`src/rtl/spi_poll_pkg.sv`:
```
package spi_poll_pkg;
  localparam logic [7:0] STATUS_OPCODE = 8'h00;
  localparam int BIT_BUSY  = 0;
  localparam int BIT_READY = 1;
  localparam int BIT_VIOL  = 2;
  localparam int BIT_FAULT = 3;

  typedef enum logic [1:0] {
    S_IDLE,
    S_XFER,
    S_GAP,
    S_REST
  } poll_state_e;
endpackage

```
`src/rtl/spi_byte_shift.sv`:
```
module spi_byte_shift #(
  parameter int CLK_DIV = 2
) (
  input  logic       clk_i,
  input  logic       rst_ni,
  input  logic       go_i,
  input  logic [7:0] tx_i,
  input  logic       miso_i,
  output logic       sclk_o,
  output logic       mosi_o,
  output logic [7:0] rx_o,
  output logic       done_o
);
  localparam int DIV_W = (CLK_DIV > 1) ? $clog2(CLK_DIV) : 1;
  localparam logic [DIV_W-1:0] DIV_LAST = DIV_W'(CLK_DIV - 1);

  logic             active_q, sclk_q, done_q;
  logic [DIV_W-1:0] div_q;
  logic [2:0]       bit_q;
  logic [7:0]       tx_q, rx_q;

  always_ff @(posedge clk_i or negedge rst_ni) begin
    if (!rst_ni) begin
      active_q <= 1'b0;
      sclk_q   <= 1'b0;
      done_q   <= 1'b0;
      div_q    <= '0;
      bit_q    <= '0;
      tx_q     <= '0;
      rx_q     <= '0;
    end else begin
      done_q <= 1'b0;
      if (!active_q) begin
        if (go_i) begin
          active_q <= 1'b1;
          tx_q     <= tx_i;
          div_q    <= '0;
          bit_q    <= '0;
          sclk_q   <= 1'b0;
        end
      end else if (div_q == DIV_LAST) begin
        div_q <= '0;
        if (!sclk_q) begin
          sclk_q <= 1'b1;
          rx_q   <= {rx_q[6:0], miso_i};  // sample on rising edge
        end else begin
          sclk_q <= 1'b0;
          if (bit_q == 3'd7) begin
            active_q <= 1'b0;
            done_q   <= 1'b1;
          end else begin
            bit_q <= bit_q + 3'd1;
            tx_q  <= {tx_q[6:0], 1'b0};   // launch on falling edge
          end
        end
      end else begin
        div_q <= div_q + 1'b1;
      end
    end
  end

  assign sclk_o = sclk_q;
  assign mosi_o = active_q & tx_q[7];
  assign rx_o   = rx_q;
  assign done_o = done_q;

  assert_idle_clk_low_R2: assert property (@(posedge clk_i) disable iff (!rst_ni)
    !active_q |-> !sclk_q);
endmodule

```
`src/rtl/poll_timer.sv`:
```
module poll_timer #(
  parameter int unsigned LIMIT = 1000
) (
  input  logic clk_i,
  input  logic rst_ni,
  input  logic clear_i,
  output logic expired_o
);
  localparam int CNT_W = $clog2(LIMIT + 1);
  localparam logic [CNT_W-1:0] CNT_MAX = CNT_W'(LIMIT);

  logic [CNT_W-1:0] cnt_q;

  always_ff @(posedge clk_i or negedge rst_ni) begin
    if (!rst_ni)              cnt_q <= '0;
    else if (clear_i)         cnt_q <= '0;
    else if (cnt_q != CNT_MAX) cnt_q <= cnt_q + 1'b1;
  end

  assign expired_o = (cnt_q == CNT_MAX);

  assert_expiry_sticky_R7: assert property (@(posedge clk_i) disable iff (!rst_ni)
    (expired_o && !clear_i) |=> expired_o);
endmodule

```
`src/rtl/spi_status_poller.sv`:
```
module spi_status_poller
  import spi_poll_pkg::*;
#(
  parameter int          CLK_DIV    = 2,
  parameter int unsigned CLK_HZ     = 250_000_000,
  parameter int unsigned TIMEOUT_MS = 2000
) (
  input  logic       clk_i,
  input  logic       rst_ni,
  input  logic       start_i,
  input  logic [7:0] mask_i,
  output logic       sclk_o,
  output logic       cs_no,
  output logic       mosi_o,
  input  logic       miso_i,
  output logic [7:0] status_o,
  output logic       done_o,
  output logic       error_o,
  output logic       timeout_o
);
  localparam int unsigned LIMIT = (CLK_HZ / 1000) * TIMEOUT_MS;
  localparam int CSH   = 2 * CLK_DIV;
  localparam int GAP_W = $clog2(CSH + 1);
  localparam logic [GAP_W-1:0] GAP_LAST = GAP_W'(CSH - 1);

  poll_state_e      st_q;
  logic             second_q, cs_q, go_q, done_q, err_q, to_q;
  logic [GAP_W-1:0] gap_q;
  logic [7:0]       mask_q, status_q;
  logic [7:0]       sh_rx;
  logic             sh_done, expired, accept;
  logic             fault, match;

  assign accept = (st_q == S_IDLE) && start_i;

  spi_byte_shift #(.CLK_DIV(CLK_DIV)) u_shift (
    .clk_i  (clk_i),
    .rst_ni (rst_ni),
    .go_i   (go_q),
    .tx_i   (STATUS_OPCODE),
    .miso_i (miso_i),
    .sclk_o (sclk_o),
    .mosi_o (mosi_o),
    .rx_o   (sh_rx),
    .done_o (sh_done)
  );

  poll_timer #(.LIMIT(LIMIT)) u_timer (
    .clk_i     (clk_i),
    .rst_ni    (rst_ni),
    .clear_i   (accept),
    .expired_o (expired)
  );

  assign fault = sh_rx[BIT_VIOL] | sh_rx[BIT_FAULT];
  assign match = (sh_rx & (8'(1 << BIT_BUSY) | mask_q)) == mask_q;

  always_ff @(posedge clk_i or negedge rst_ni) begin
    if (!rst_ni) begin
      st_q     <= S_IDLE;
      second_q <= 1'b0;
      cs_q     <= 1'b1;
      go_q     <= 1'b0;
      done_q   <= 1'b0;
      err_q    <= 1'b0;
      to_q     <= 1'b0;
      gap_q    <= '0;
      mask_q   <= '0;
      status_q <= '0;
    end else begin
      done_q <= 1'b0;
      go_q   <= 1'b0;
      unique case (st_q)
        S_IDLE: if (start_i) begin
          mask_q   <= mask_i;
          err_q    <= 1'b0;
          to_q     <= 1'b0;
          second_q <= 1'b0;
          cs_q     <= 1'b0;
          go_q     <= 1'b1;
          st_q     <= S_XFER;
        end
        S_XFER: if (sh_done) begin
          cs_q  <= 1'b1;
          gap_q <= '0;
          if (!second_q) begin
            second_q <= 1'b1;
            st_q     <= S_GAP;
          end else if (fault || match || expired) begin
            status_q <= sh_rx;
            done_q   <= 1'b1;
            err_q    <= fault;
            to_q     <= !fault && !match;
            st_q     <= S_REST;
          end else begin
            second_q <= 1'b0;
            st_q     <= S_GAP;
          end
        end
        S_GAP: begin
          if (gap_q == GAP_LAST) begin
            cs_q <= 1'b0;
            go_q <= 1'b1;
            st_q <= S_XFER;
          end else begin
            gap_q <= gap_q + 1'b1;
          end
        end
        S_REST: begin
          // hold chip select high before a new run may start
          if (gap_q == GAP_LAST) st_q <= S_IDLE;
          else                   gap_q <= gap_q + 1'b1;
        end
        default: st_q <= S_IDLE;
      endcase
    end
  end

  assign cs_no     = cs_q;
  assign status_o  = status_q;
  assign done_o    = done_q;
  assign error_o   = err_q;
  assign timeout_o = to_q;

  // chip-select high-time monitor
  logic [GAP_W-1:0] hi_cnt_q;
  always_ff @(posedge clk_i or negedge rst_ni) begin
    if (!rst_ni)       hi_cnt_q <= GAP_W'(CSH);
    else if (!cs_no)   hi_cnt_q <= '0;
    else if (hi_cnt_q != GAP_W'(CSH)) hi_cnt_q <= hi_cnt_q + 1'b1;
  end

  assert_cs_high_time_R3: assert property (@(posedge clk_i) disable iff (!rst_ni)
    $fell(cs_no) |-> (hi_cnt_q == GAP_W'(CSH)));

  assert_sclk_idle_R2: assert property (@(posedge clk_i) disable iff (!rst_ni)
    cs_no |-> !sclk_o);

  assert_done_pulse_R8: assert property (@(posedge clk_i) disable iff (!rst_ni)
    done_o |=> !done_o);

  assert_fault_reported_R5: assert property (@(posedge clk_i) disable iff (!rst_ni)
    (done_o && error_o) |-> (status_o[BIT_VIOL] || status_o[BIT_FAULT]));

  assert_success_cond_R4: assert property (@(posedge clk_i) disable iff (!rst_ni)
    (done_o && !error_o && !timeout_o) |->
      ((status_o & (8'(1 << BIT_BUSY) | mask_q)) == mask_q));

  assert_flags_exclusive_R7: assert property (@(posedge clk_i) disable iff (!rst_ni)
    !(error_o && timeout_o));

  assert_mask_stable_R9: assert property (@(posedge clk_i) disable iff (!rst_ni)
    (st_q != S_IDLE) |=> $stable(mask_q));
endmodule

```
`config.mk`:
```
export PLATFORM = sky130hd
export DESIGN_NAME = spi_status_poller
export DESIGN_NICKNAME = d
export VERILOG_FILES = /design/src/rtl/spi_poll_pkg.sv /design/src/rtl/spi_byte_shift.sv /design/src/rtl/poll_timer.sv /design/src/rtl/spi_status_poller.sv
export SDC_FILE = /design/constraint.sdc
export NUM_CORES = 1
export LEC_CHECK = 0
export BUFFER_PORTS_ARGS = -buffer_cell sky130_fd_sc_hd__buf_4
export CAP_MARGIN = 5
export CORE_AREA = 2 2 71 107
export DETAILED_ROUTE_END_ITERATION = 8
export DIE_AREA = 0 0 73 109
export PLACE_DENSITY = 0.82
export SLEW_MARGIN = 20
export SYNTH_ARGS = -nofsm -noshare
export SYNTH_HDL_FRONTEND = slang
export SYNTH_HIERARCHICAL = 1
export SYNTH_SLANG_ARGS = --single-unit
```
`constraint.sdc`:
```
create_clock -name clk_i -period 2.6 [get_ports clk_i]
set_input_delay 0.26 -clock clk_i [delete_from_list [all_inputs] [get_ports clk_i]]
set_output_delay 0.26 -clock clk_i [all_outputs]
set_load 0.02 [all_outputs]
```
# == Yosys cells after proc, flatten, opt, wreduce, memory -nomap -nowiden ==
# Cells that the tools add are included.
# totals
out_inout_bits,14
ff_bits,79
word_cells,126
# op_classes
reduce_logical,23
add_sub_neg,4
n_eq_ne,18
mux,59
n_bitwise,4
# ops
operator,count
$mux W29,2
$mux W8,5
$mux W1,34
$add A29 B1 Y29 const B,1
$eq A29 B29 Y1 const B,1
$ne A29 B29 Y1 const B,1
$mux W3,7
$ne A2 B2 Y1 const B,9
$reduce_and A4 Y1,4
$reduce_and A3 Y1,3
$and A8 B8 Y8,1
$eq A8 B8 Y1,1
$mux W2,4
$pmux W1 S2,4
$pmux W2 S4,1
$reduce_bool A2 Y1,4
$add A3 B1 Y3 const B,2
$pmux W3 S2,1
$reduce_and A5 Y1,1
$eq A2 B2 Y1 const B,2
$reduce_and A2 Y1,2
$eq A3 B2 Y1 const B,1
$eq A3 B3 Y1 const B,1
$pmux W1 S3,1
12 further kinds,15

# == Depth between registers and ports, before layout ==
# Gate-level depths: netlist (run 1).
# logic_depth
word_depth,8
mapped_depth,9
mapped_depth_nobuf,9

# == By module ==
# The synthesis (run 1) kept the hierarchy.
# by_module_without_submodules
module,instances,area_per_inst_um2,seq_area_each_um2,cells_each
poll_timer,1,1639.1,725.7,176
spi_status_poller,1,1428.9,676.9,140
spi_byte_shift,1,1041.0,575.6,72

# == Worst setup path after synthesis (run 1) ==
# Ideal clock, no wire load.
# synth_path
path_kind,register -> register
startpoint,register u_timer.cnt_q[15]
endpoint,register status_q[2] (netlist: status_o[2])
setup_time_ns,0.126
n_path_buf,0
path_slack_ns,0.281
arrival_ns,2.193
synth_period_minus_slack_ns,2.319
path_stages_with_launch,7
cell_sequence,dfrtp_1 > or4b_2 > or4_1 > nor2_1 > nor3_2 > o31a_1 > a221o_1
# synth_via
elab_chain_len,3
# synth_rtl
element,line,source
"start, declared",poll_timer.sv:12,logic [CNT_W-1:0] cnt_q;
"start signal, assigned",poll_timer.sv:17,else if (cnt_q != CNT_MAX) cnt_q <= cnt_q + 1'b1;
$eq A29 B29 Y1,poll_timer.sv:20,assign expired_o = (cnt_q == CNT_MAX);
named net expired,spi_status_poller.sv:31,"logic sh_done, expired, accept;"
$logic_or A1 B1 Y1,spi_status_poller.sv:89,end else if (fault || match || expired) begin
$reduce_and A4 Y1 (no source line),--,
"end signal, assigned",spi_status_poller.sv:90,status_q <= sh_rx;
"end, declared",spi_status_poller.sv:29,"logic [7:0] mask_q, status_q;"
# The timed path passes the listed nets, and every way through them passes these cells.
# A chain may end at the register's enable or synchronous reset.

# == Final worst setup path (run 1) ==
# Ends and elaborated chain as after synthesis.

==> results of run 1 <==
-- stage by stage --
stage | setup WS [ps] | setup TNS (ps)
after detailed placement | 59.0 | 0
after CTS | 46.0 | 0
after floorplan | 281 | 0
after global routing | -9.66 | -9.66
after global placement | 114 | 0
final | 145 | 0
-- metal layers --
| layer | GRT usage | vias up | wire [um] | share of wire |
|---|---|---|---|---|
| met5 | 0 | - | 0 | 0 |
| met4 | 0.104 | 0 | 242 | 0.029 |
| met3 | 0.0481 | 24 | 292 | 0.035 |
| met2 | 0.373 | 80 | 4210 | 0.51 |
| met1 | 0.283 | 1542 | 3480 | 0.42 |
| li1 | - | 1493 | - | - |
-- cells by family after synthesis --
group,synth area share
and+or+nand+nor,0.213
other,0.000913
buffers and inverters,0.0353
DFF,0.481
muxes,0.112
xor gates and xnor gates,0.0341
AOI/OAI and AO/OA,0.105
adders and majority gates,0.0183
-- worst max-delay path by stage --
stage / from / end / slack, ps / cells past startpoint
floorplan: u_timer/cnt_q[15]$_DFFE_PN0P_ / status_o[2]$_DFFE_PN0P_ / 280 / 6
global placement: u_timer/cnt_q[15]$_DFFE_PN0P_ / status_o[2]$_DFFE_PN0P_ / 110 / 6
detailed placement: u_timer/cnt_q[15]$_DFFE_PN0P_ / status_o[6]$_DFFE_PN0P_ / 60 / 7
global route: u_timer/cnt_q[0]$_DFFE_PN0P_ / status_o[6]$_DFFE_PN0P_ / -10 / 9
CTS: u_timer/cnt_q[15]$_DFFE_PN0P_ / status_o[6]$_DFFE_PN0P_ / 50 / 7
finish: u_timer/cnt_q[15]$_DFFE_PN0P_ / status_o[2]$_DFFE_PN0P_ / 140 / 6
-- power by group through the flow --
stage	clock network, mW	logic [mW]	registers [mW]
final	0.981	0.928	1.84
after global routing	1.05	1.03	1.89
after CTS	0.995	0.928	1.83
after detailed placement	0	0.922	1.85
after global placement	0	0.882	1.84
after floorplan	0	0.689	1.78
-- state kept, by name (all words and copies together) (netlist names), 2 cells and up --
name / flops
gap_q: 3
st_q: 2
status_o: 8
u_timer/cnt_q: 29
mask_q: 8
u_shift/rx_o: 8
u_shift/bit_q: 3
u_shift/tx_q: 8
-- cells in the final DEF, fill, tap and decap left out, types with 3 or more instances in the layout --
cell	instances
xnor2_1	7
nand2b_1	5
mux2i_1	3
and3_1	7
o31ai_1	9
inv_1	16
mux2_4	7
xor2_1	9
o2111ai_1	6
o211ai_1	6
or3_1	3
mux2_2	29
dfrtp_1	78
clkbuf_1	3
clkbuf_8	9
nor2_1	24
a211oi_1	3
nand3_1	13
conb_1	8
a21oi_1	15
nand2_1	28
nor4b_1	3
and2_1	3
ha_1	6
o21ai_0	15
nor2b_1	6
and4_1	7
buf_4	29
or4_1	9
nand4_1	19
nor4_1	4
-- what timing repair did --
item | in CTS | in global routing
hold buffers | 0 | 1
endpoints found under the hold margin | 0 | 17
resized for setup | 0 | 3
endpoints found under the setup margin | 0 | 10
-- critical path, cell delays in order, from the launching register on --
cell and delay, ps:
dfrtp_1 410, or4b_2 690, or4_4 470, nor2_2 140, nor3_2 120, o31a_1 200
a221o_1 320
-- area by class of cell --
class	count	share of cell area
Tap cell	80	0.0217
Inverter	16	0.0130
Sequential cell	79	0.429
Multi-Input combinational cell	283	0.439
Timing Repair Buffer	31	0.0518
Clock buffer	12	0.0293
Clock inverter	4	0.0157
==> results.sh, run 1 <==
export IMPL_dieArea_sq_mm=0.00796
export IMPL_powerDensity_mw_per_mm2=814
export IMPL_place_inst=488
export IMPL_ys_ff_latch=79
export IMPL_grt_pass1_wl_um=14100
export IMPL_multiInputGateArea_sq_mm=0.00203
export IMPL_routabilityCongestion=0.864
export IMPL_period_needed_ps=2460
export IMPL_swShare=0.328
export IMPL_cts_setup_buffers=0
export IMPL_maxCapViolCount=0
export IMPL_fin_nets=438
export IMPL_fin_cells=505
export IMPL_die_h_um=109
export IMPL_hold_depth=2
export IMPL_clk_pin_slew_ps=80
export IMPL_postRouteAntennaNets=0
export IMPL_wl_per_cell_um=16.3
export IMPL_drtIter0Drc=277
export IMPL_crit_fanout=10
export IMPL_max_freq_ghz=0.407
export IMPL_synthCells=388
export IMPL_diodes=0
export IMPL_hold_class="in -> reg"
export IMPL_initial_core_util=0.580
export IMPL_internal_power_mw=2.52
export IMPL_clock_latency_ps=360
export IMPL_syn_area_sq_mm=0.00411
export IMPL_end_kind="register"
export IMPL_grt_max_degree=80
export IMPL_rr_endpoint="status_o[2]$_DFFE_PN0P_"
export IMPL_cp_data_arrival_time_ps=2700
export IMPL_port_buffer_count=25
export IMPL_dp_hpwl_um=5600
export IMPL_n_fill_cell=546
export IMPL_routed_via_density=6.22
export IMPL_core_area_sq_mm=0.00708
export IMPL_cts_root_buf="clkbuf_8"
export IMPL_grt_total_usage=0.227
export IMPL_layout_area_seq_sq_mm=0.00198
export IMPL_clock_sinks=79
export IMPL_vias=3139
export IMPL_ys_flop_type="dfrtp_1"
export IMPL_final_cell_area_sq_mm=0.00461
export IMPL_h_tree_depth=3
export IMPL_yosys_warnings=6
export IMPL_first_pass_iters=5
export IMPL_io_pins=26
export IMPL_netlist_area_leader_share=0.475
export IMPL_synth_commonest_cells="dfrtp_1, mux2_2, nand2_1, nor2_1, nand4_1"
export IMPL_wl_um=8230
export IMPL_timing_hold_ws_ps=123
export IMPL_start_kind="register"
export IMPL_yosys_top_cells_area="dfrtp_1, mux2_2, nand4_1"
export IMPL_r2r_setup_slack_ps=140
export IMPL_cts_tree="built"
export IMPL_holdPathEnd="mask_q[1]$_DFFE_PN0P_"
export IMPL_path_class="reg -> reg"
export IMPL_holdCritStartpoint="mask_i[1]"
export IMPL_rr_worst_depth=6
export IMPL_grt_overflow_total=0
export IMPL_power_leakage_nw=1.99
export IMPL_power_frac_seq=0.491
export IMPL_place_area_sq_mm=0.00438
export IMPL_yosys_cell_count_top_type="dfrtp_1"
export IMPL_required_ps=2850
export IMPL_period_share=0.944
export IMPL_p_sw_mw=1.23
export IMPL_finalHoldViolCount=0
export IMPL_synthDistinctLibCells=56
export IMPL_max_slew_worst_pin_slew_ps=729
export IMPL_cts_buffers=9
export IMPL_rows=38
export IMPL_die_w_um=73
export IMPL_antenna_found_initial=0
export IMPL_slew_viol_final=0
export IMPL_clk_path_buf_depth=2
export IMPL_slew_headroom=0.514
export IMPL_syn_avg_cell_area_sq_um=10.6
export IMPL_power_mw=3.75
export IMPL_status="finished, final reports clean"
export IMPL_grt_pass1_vias=3077
export IMPL_clkPwrFrac=0.261
export IMPL_synth_edf_count=0
export IMPL_combPwrFrac=0.247
export IMPL_async_flop_share=1.00
export IMPL_ys_seq_area_frac=0.481
export IMPL_ir_worst_vdd_mv=0.532
export IMPL_drc_errors=0
export IMPL_setup_violations=0
export IMPL_fin_util=0.651
export IMPL_r2r_start="u_timer/cnt_q[15]$_DFFE_PN0P_"
export IMPL_fin_worst_skew_ps=14.9
export IMPL_yosysTopAreaCell="dfrtp_1"
export IMPL_area_growth_pct=12.2
export IMPL_final_layout_size_suffix_gt1_frac=0.224
Note: power is estimated with default switching activity, not from simulation.
==> run 2: changes to the inputs <==
--- a/config.mk
+++ b/config.mk
@@ -7,12 +7,11 @@
 export LEC_CHECK = 0
 export BUFFER_PORTS_ARGS = -buffer_cell sky130_fd_sc_hd__buf_4
 export CAP_MARGIN = 5
-export CORE_AREA = 2 2 71 107
+export CORE_AREA = 2 2 65 98
 export DETAILED_ROUTE_END_ITERATION = 8
-export DIE_AREA = 0 0 73 109
+export DIE_AREA = 0 0 67 100
 export PLACE_DENSITY = 0.82
 export SLEW_MARGIN = 20
 export SYNTH_ARGS = -nofsm -noshare
 export SYNTH_HDL_FRONTEND = slang
-export SYNTH_HIERARCHICAL = 1
 export SYNTH_SLANG_ARGS = --single-unit
==> results.sh, run 2 <==
export IMPL_powerDensity_mw_per_mm2=985
export IMPL_power_leakage_nw=1.86
export IMPL_clock_latency_ps=350
export IMPL_routabilityCongestion=0.824
export IMPL_max_freq_ghz=0.458
export IMPL_rows=35
export IMPL_hold_class="in -> async"
export IMPL_tns_ps=0
export IMPL_dp_hpwl_um=4580
export IMPL_fin_nets=367
export IMPL_grt_pass1_vias=2520
export IMPL_start_kind="register"
export IMPL_maxCapViolCount=0
export IMPL_synthCells=319
export IMPL_cts_root_buf="clkbuf_8"
export IMPL_ys_seq_area_frac=0.524
export IMPL_r2r_setup_slack_ps=420
export IMPL_first_pass_iters=4
export IMPL_cp_data_arrival_time_ps=2430
export IMPL_top_layer_used="met4"
export IMPL_initial_core_util=0.570
export IMPL_async_flop_share=1.00
export IMPL_syn_avg_cell_area_sq_um=10.6
export IMPL_period_share=0.840
export IMPL_status="finished, final reports clean"
export IMPL_ys_flop_type="dfrtp_1"
export IMPL_cts_resized=0
export IMPL_final_layout_size_suffix_gt1_frac=0.209
export IMPL_netlist_area_leader_share=0.516
export IMPL_io_pins=26
export IMPL_top_register="u_timer.cnt_q"
export IMPL_dieArea_sq_mm=0.00670
export IMPL_required_ps=2840
export IMPL_synthDistinctLibCells=51
export IMPL_rr_endpoint="status_o[1]$_DFFE_PN0P_"
export IMPL_yosys_top_cells_area="dfrtp_1, nand2_1, mux2_4"
export IMPL_mostFrequentLayoutCell="dfrtp_1"
export IMPL_port_buffer_count=24
export IMPL_grt_max_degree=72
export IMPL_wl_per_cell_um=15.5
export IMPL_finalHoldViolCount=0
export IMPL_ys_ff_latch=71
export IMPL_cts_tree="built"
export IMPL_dr_wl_met2_um=3480
export IMPL_fin_cells=428
export IMPL_route_met3_wl_um=214
export IMPL_slew_headroom=0.425
export IMPL_ir_worst_vdd_mv=0.351
export IMPL_area_growth_pct=15.1
export IMPL_routed_via_density=5.68
export IMPL_postRouteAntennaNets=0
export IMPL_core_area_sq_mm=0.00596
export IMPL_max_slew_worst_pin_slew_ps=862
export IMPL_clock_sinks=71
export IMPL_syn_area_sq_mm=0.00339
export IMPL_drc_errors=0
export IMPL_hold_buffers=0
export IMPL_setup_violations=0
export IMPL_yosysTopAreaCell="dfrtp_1"
export IMPL_grt_pass1_wl_um=11300
export IMPL_synth_edf_count=0
export IMPL_rr_worst_depth=5
export IMPL_cpMaxStageDelayCell="or4b_1"
export IMPL_path_cells="or4b_1 > or3_4 > nor2_8 > o21ai_4 > mux2_4"
export IMPL_preCtsSetupSlack_ps=444
export IMPL_cts_setup_buffers=0
export IMPL_diodes=0
export IMPL_fin_worst_skew_ps=5.80
export IMPL_period_needed_ps=2180
export IMPL_die_h_um=100
export IMPL_r2r_start="u_timer.cnt_q[2]$_DFFE_PN0P_"
export IMPL_rsz0062_at_grt="no"
export IMPL_antenna_found_initial=0
export IMPL_largest_reg_flops=29
export IMPL_synth_fp_nets=337
export IMPL_clk_pin_slew_ps=80
export IMPL_synth_commonest_cells="dfrtp_1, nand2_1, nor2_1, nand3_1, o21ai_0"
export IMPL_yosys_warnings=0
export IMPL_wl_um=6630
export IMPL_end_kind="register"
export IMPL_die_w_um=67
export IMPL_cts_buffers=9
export IMPL_yosys_cell_count_top_type="dfrtp_1"
export IMPL_n_fill_cell=451
export IMPL_slew_viol_final=0
export IMPL_worstSetupEndpoint="status_o[1]$_DFFE_PN0P_"
export IMPL_setup_slack_ps=415
export IMPL_crit_fanout=9
export IMPL_place_inst=412
export IMPL_grt_total_usage=0.225
export IMPL_max_stage_delay_ps=570
export IMPL_vias=2431
export IMPL_h_tree_depth=3
export IMPL_clk_path_buf_depth=2
export IMPL_path_class="reg -> reg"
export IMPL_grt_overflow_total=0
export IMPL_mostFrequentLayoutCells="dfrtp_1, nand2_1, nor2_1, buf_4"
export IMPL_crit_start="u_timer.cnt_q[2]$_DFFE_PN0P_"
export IMPL_drtIter0Drc=217
export IMPL_wl_met1_um=2750
[run 2: cell type report]
type	instances	area [sq um]	area share
Timing Repair Buffer	27	203	0.0519
Inverter	11	41.3	0.0106
Clock buffer	11	141	0.0362
Sequential cell	71	1780	0.455
Multi-Input combinational cell	229	1550	0.396
Clock inverter	5	105	0.0269
Tap cell	74	92.6	0.0237
[run 2: power breakdown]
part / internal, mW / leakage, nW / switching, mW
Combinational: 0.458 / 0.832 / 0.532
Clock: 0.663 / 0.116 / 0.416
Sequential: 1.43 / 0.915 / 0.346
Total: 2.56 / 1.86 / 1.29
[run 2: cells by family (layout without fill, tap and decap cells)]
group	Yosys count	in the layout	share of synthesized area
simple gates	145	145	0.238
flops	71	71	0.524
compound gates	36	36	0.0667
xor+xnor	25	25	0.0645
buf+inv	19	54	0.0221
mux	16	16	0.0619
fa+ha+maj	6	6	0.0221
other cells	1	1	0.00110
[run 2: metrics by stage]
| step | utilization | hold WS (ps) | power [mW] | instance area, sq um |
|---|---|---|---|---|
| floorplan | - | -35.6 | 2.45 | 3390 |
| CTS | 0.656 | 45.0 | 3.87 | 3910 |
| finish | 0.656 | 10.2 | 3.85 | 3910 |
| global route | 0.656 | 102 | 4.10 | 3910 |
| detailed placement | 0.615 | 427 | 2.77 | 3660 |
| global placement | 0.615 | 423 | 2.70 | 3660 |
[run 2: per-layer routing]
metal | GRT usage | vias up
met5 | 0 | -
met4 | 0.107 | 0
met3 | 0.0605 | 14
met2 | 0.384 | 38
met1 | 0.254 | 1214
li1 | - | 1165
[run 2: worst min-delay path by stage]
stage	start	end	slack, ps	cells past startpoint
after floorplan	rst_ni	done_o$_DFF_PN0_	-40	0
after global placement	rst_ni	u_shift.rx_o[1]$_DFFE_PN0P_	420	1
after detailed placement	rst_ni	status_o[0]$_DFFE_PN0P_	430	1
after CTS	rst_ni	u_shift.rx_o[0]$_DFFE_PN0P_	40	1
after global routing	rst_ni	mask_q[6]$_DFFE_PN0P_	100	1
final	rst_ni	u_shift.rx_o[0]$_DFFE_PN0P_	10	1
[run 2: critical path, delay by kind of cell (launching register included)]
kind | cells | cell delay [ps]
AND/OR/NAND/NOR | 3 | 1130
AO/OA/AOI/OAI | 1 | 140
flip-flops | 1 | 450
multiplexers | 1 | 350
==> run 3: changes to the inputs <==
==> constraint.sdc (replaced) <==
create_clock -name clk_i -period 2.3 [get_ports clk_i]
set_input_delay 0.23 -clock clk_i [delete_from_list [all_inputs] [get_ports clk_i]]
set_output_delay 0.23 -clock clk_i [all_outputs]
set_load 0.02 [all_outputs]
==> results.sh, run 3 (synthesized netlist as in run 2, its figures left out) <==
export IMPL_n_fill_cell=459
export IMPL_cts_buffers=9
export IMPL_die_h_um=100
export IMPL_postRouteAntennaNets=0
export IMPL_largest_reg_flops=29
export IMPL_drtIter0Drc=200
export IMPL_place_inst=415
export IMPL_grt_overflow_total=0
export IMPL_mostFrequentLayoutCell="dfrtp_1"
export IMPL_slew_headroom=0.416
export IMPL_area_growth_pct=15.3
export IMPL_r2r_start="u_timer.cnt_q[2]$_DFFE_PN0P_"
export IMPL_fin_nets=370
export IMPL_clk_pin_slew_ps=70
export IMPL_rsz0062_at_grt="no"
export IMPL_rr_worst_depth=5
export IMPL_slew_viol_final=0
export IMPL_r2r_setup_slack_ps=110
export IMPL_period_share=0.951
export IMPL_cts_resized=0
export IMPL_cts_root_buf="clkbuf_8"
export IMPL_dp_hpwl_um=4740
export IMPL_core_area_sq_mm=0.00596
export IMPL_drc_errors=0
export IMPL_h_tree_depth=3
export IMPL_path_class="reg -> reg"
export IMPL_diodes=0
export IMPL_clock_latency_ps=360
export IMPL_max_slew_worst_pin_slew_ps=876
export IMPL_initial_core_util=0.570
export IMPL_grt_max_degree=72
export IMPL_rows=35
export IMPL_status="finished with violations"
export IMPL_powerDensity_mw_per_mm2=1090
export IMPL_cts_setup_buffers=0
export IMPL_cts_tree="built"
export IMPL_routabilityCongestion=0.843
export IMPL_setup_slack_ps=114
export IMPL_final_layout_size_suffix_gt1_frac=0.218
export IMPL_clock_sinks=71
export IMPL_cp_data_arrival_time_ps=2430
export IMPL_hold_buffers=0
export IMPL_preCtsSetupSlack_ps=117
export IMPL_start_kind="register"
export IMPL_fin_worst_skew_ps=10.5
export IMPL_die_w_um=67
export IMPL_required_ps=2540
export IMPL_wl_um=6680
export IMPL_maxCapViolCount=0
export IMPL_mostFrequentLayoutCells="dfrtp_1, nand2_1, buf_4, nor2_1"
export IMPL_grt_pass1_wl_um=11300
export IMPL_power_mw=4.26
export IMPL_rr_endpoint="status_o[7]$_DFFE_PN0P_"
export IMPL_grt_pass1_vias=2474
export IMPL_io_pins=26
export IMPL_dieArea_sq_mm=0.00670
export IMPL_worstSetupEndpoint="status_o[7]$_DFFE_PN0P_"
export IMPL_routed_via_density=5.69
export IMPL_power_leakage_nw=1.88
export IMPL_crit_start="u_timer.cnt_q[2]$_DFFE_PN0P_"
export IMPL_first_pass_iters=4
export IMPL_violations="negative hold slack"
export IMPL_max_freq_ghz=0.457
export IMPL_fin_util=0.657
export IMPL_crit_fanout=9
export IMPL_end_kind="register"
export IMPL_timing_hold_ws_ps=-19.9
export IMPL_antenna_found_initial=0
export IMPL_setup_violations=0
export IMPL_ir_worst_vdd_mv=0.409
export IMPL_vias=2451
export IMPL_tns_ps=0
export IMPL_period_needed_ps=2190
export IMPL_finalHoldViolCount=9
export IMPL_hold_class="in -> async"
export IMPL_wl_per_cell_um=15.5
export IMPL_clk_path_buf_depth=2
export IMPL_fin_cells=431
export IMPL_grt_total_usage=0.228
export IMPL_port_buffer_count=24
export IMPL_top_register="u_timer.cnt_q"
[run 3: cell count changes in the layout (fill, tap and decap cells not counted)]
cell,change
clkbuf_1,-1
bufinv_16,-1
clkinv_4,+3
buf_4,+3
clkinvlp_4,-1
[run 3: stage by stage]
stage	hold slack [ps]	instance area, sq um
CTS	15.6	3920
global route	65.1	3920
finish	-19.9	3920
detailed placement	400	3680
floorplan	-65.6	3390
global placement	399	3680
[run 3: cell type report]
cell class              instances  area, sq um  area share
well taps                      74         92.6      0.0236
multi-input cells             229         1550       0.395
repair buffers                 30          225      0.0575
inverters                      11         41.3      0.0105
flip-flops and latches         71         1780       0.454
clock buffers                  10          138      0.0352
clock inverters                 6         93.8      0.0240
[run 3: worst min-delay path by stage]
stage,startpoint,to,slack [ps],cells past startpoint
final,rst_ni,u_shift.rx_o[1]$_DFFE_PN0P_,-20,1
after global routing,rst_ni,u_shift.rx_o[1]$_DFFE_PN0P_,70,1
after CTS,rst_ni,u_shift.rx_o[1]$_DFFE_PN0P_,20,1
after detailed placement,rst_ni,u_shift.rx_o[1]$_DFFE_PN0P_,400,1
after global placement,rst_ni,u_shift.rx_o[1]$_DFFE_PN0P_,400,1
after floorplan,rst_ni,done_o$_DFF_PN0_,-70,0
[run 3: power breakdown]
| group | internal, mW | switching (mW) | total (mW) | leakage, nW |
|---|---|---|---|---|
| Clock | 0.645 | 0.489 | 1.13 | 0.113 |
| Combinational | 0.522 | 0.595 | 1.12 | 0.848 |
| Sequential | 1.62 | 0.384 | 2.01 | 0.915 |
| Total | 2.79 | 1.47 | 4.26 | 1.88 |
[run 3: worst max-delay path: stages (launching register included)]
cell,delay [ps]
dfrtp_1,440
or4b_1,570
or3_4,440
nor2_8,130
o21ai_4,140
mux2_4,340
[run 3: routing by layer]
layer  wire length (um)  global-route usage  up-vias  share of wire
met5                  0                   0        -              0
met3                175              0.0280       15          0.026
li1                   -                   -     1176              -
met1               2590               0.255     1222           0.39
met4                197               0.148        0          0.029
met2               3720               0.395       38           0.56
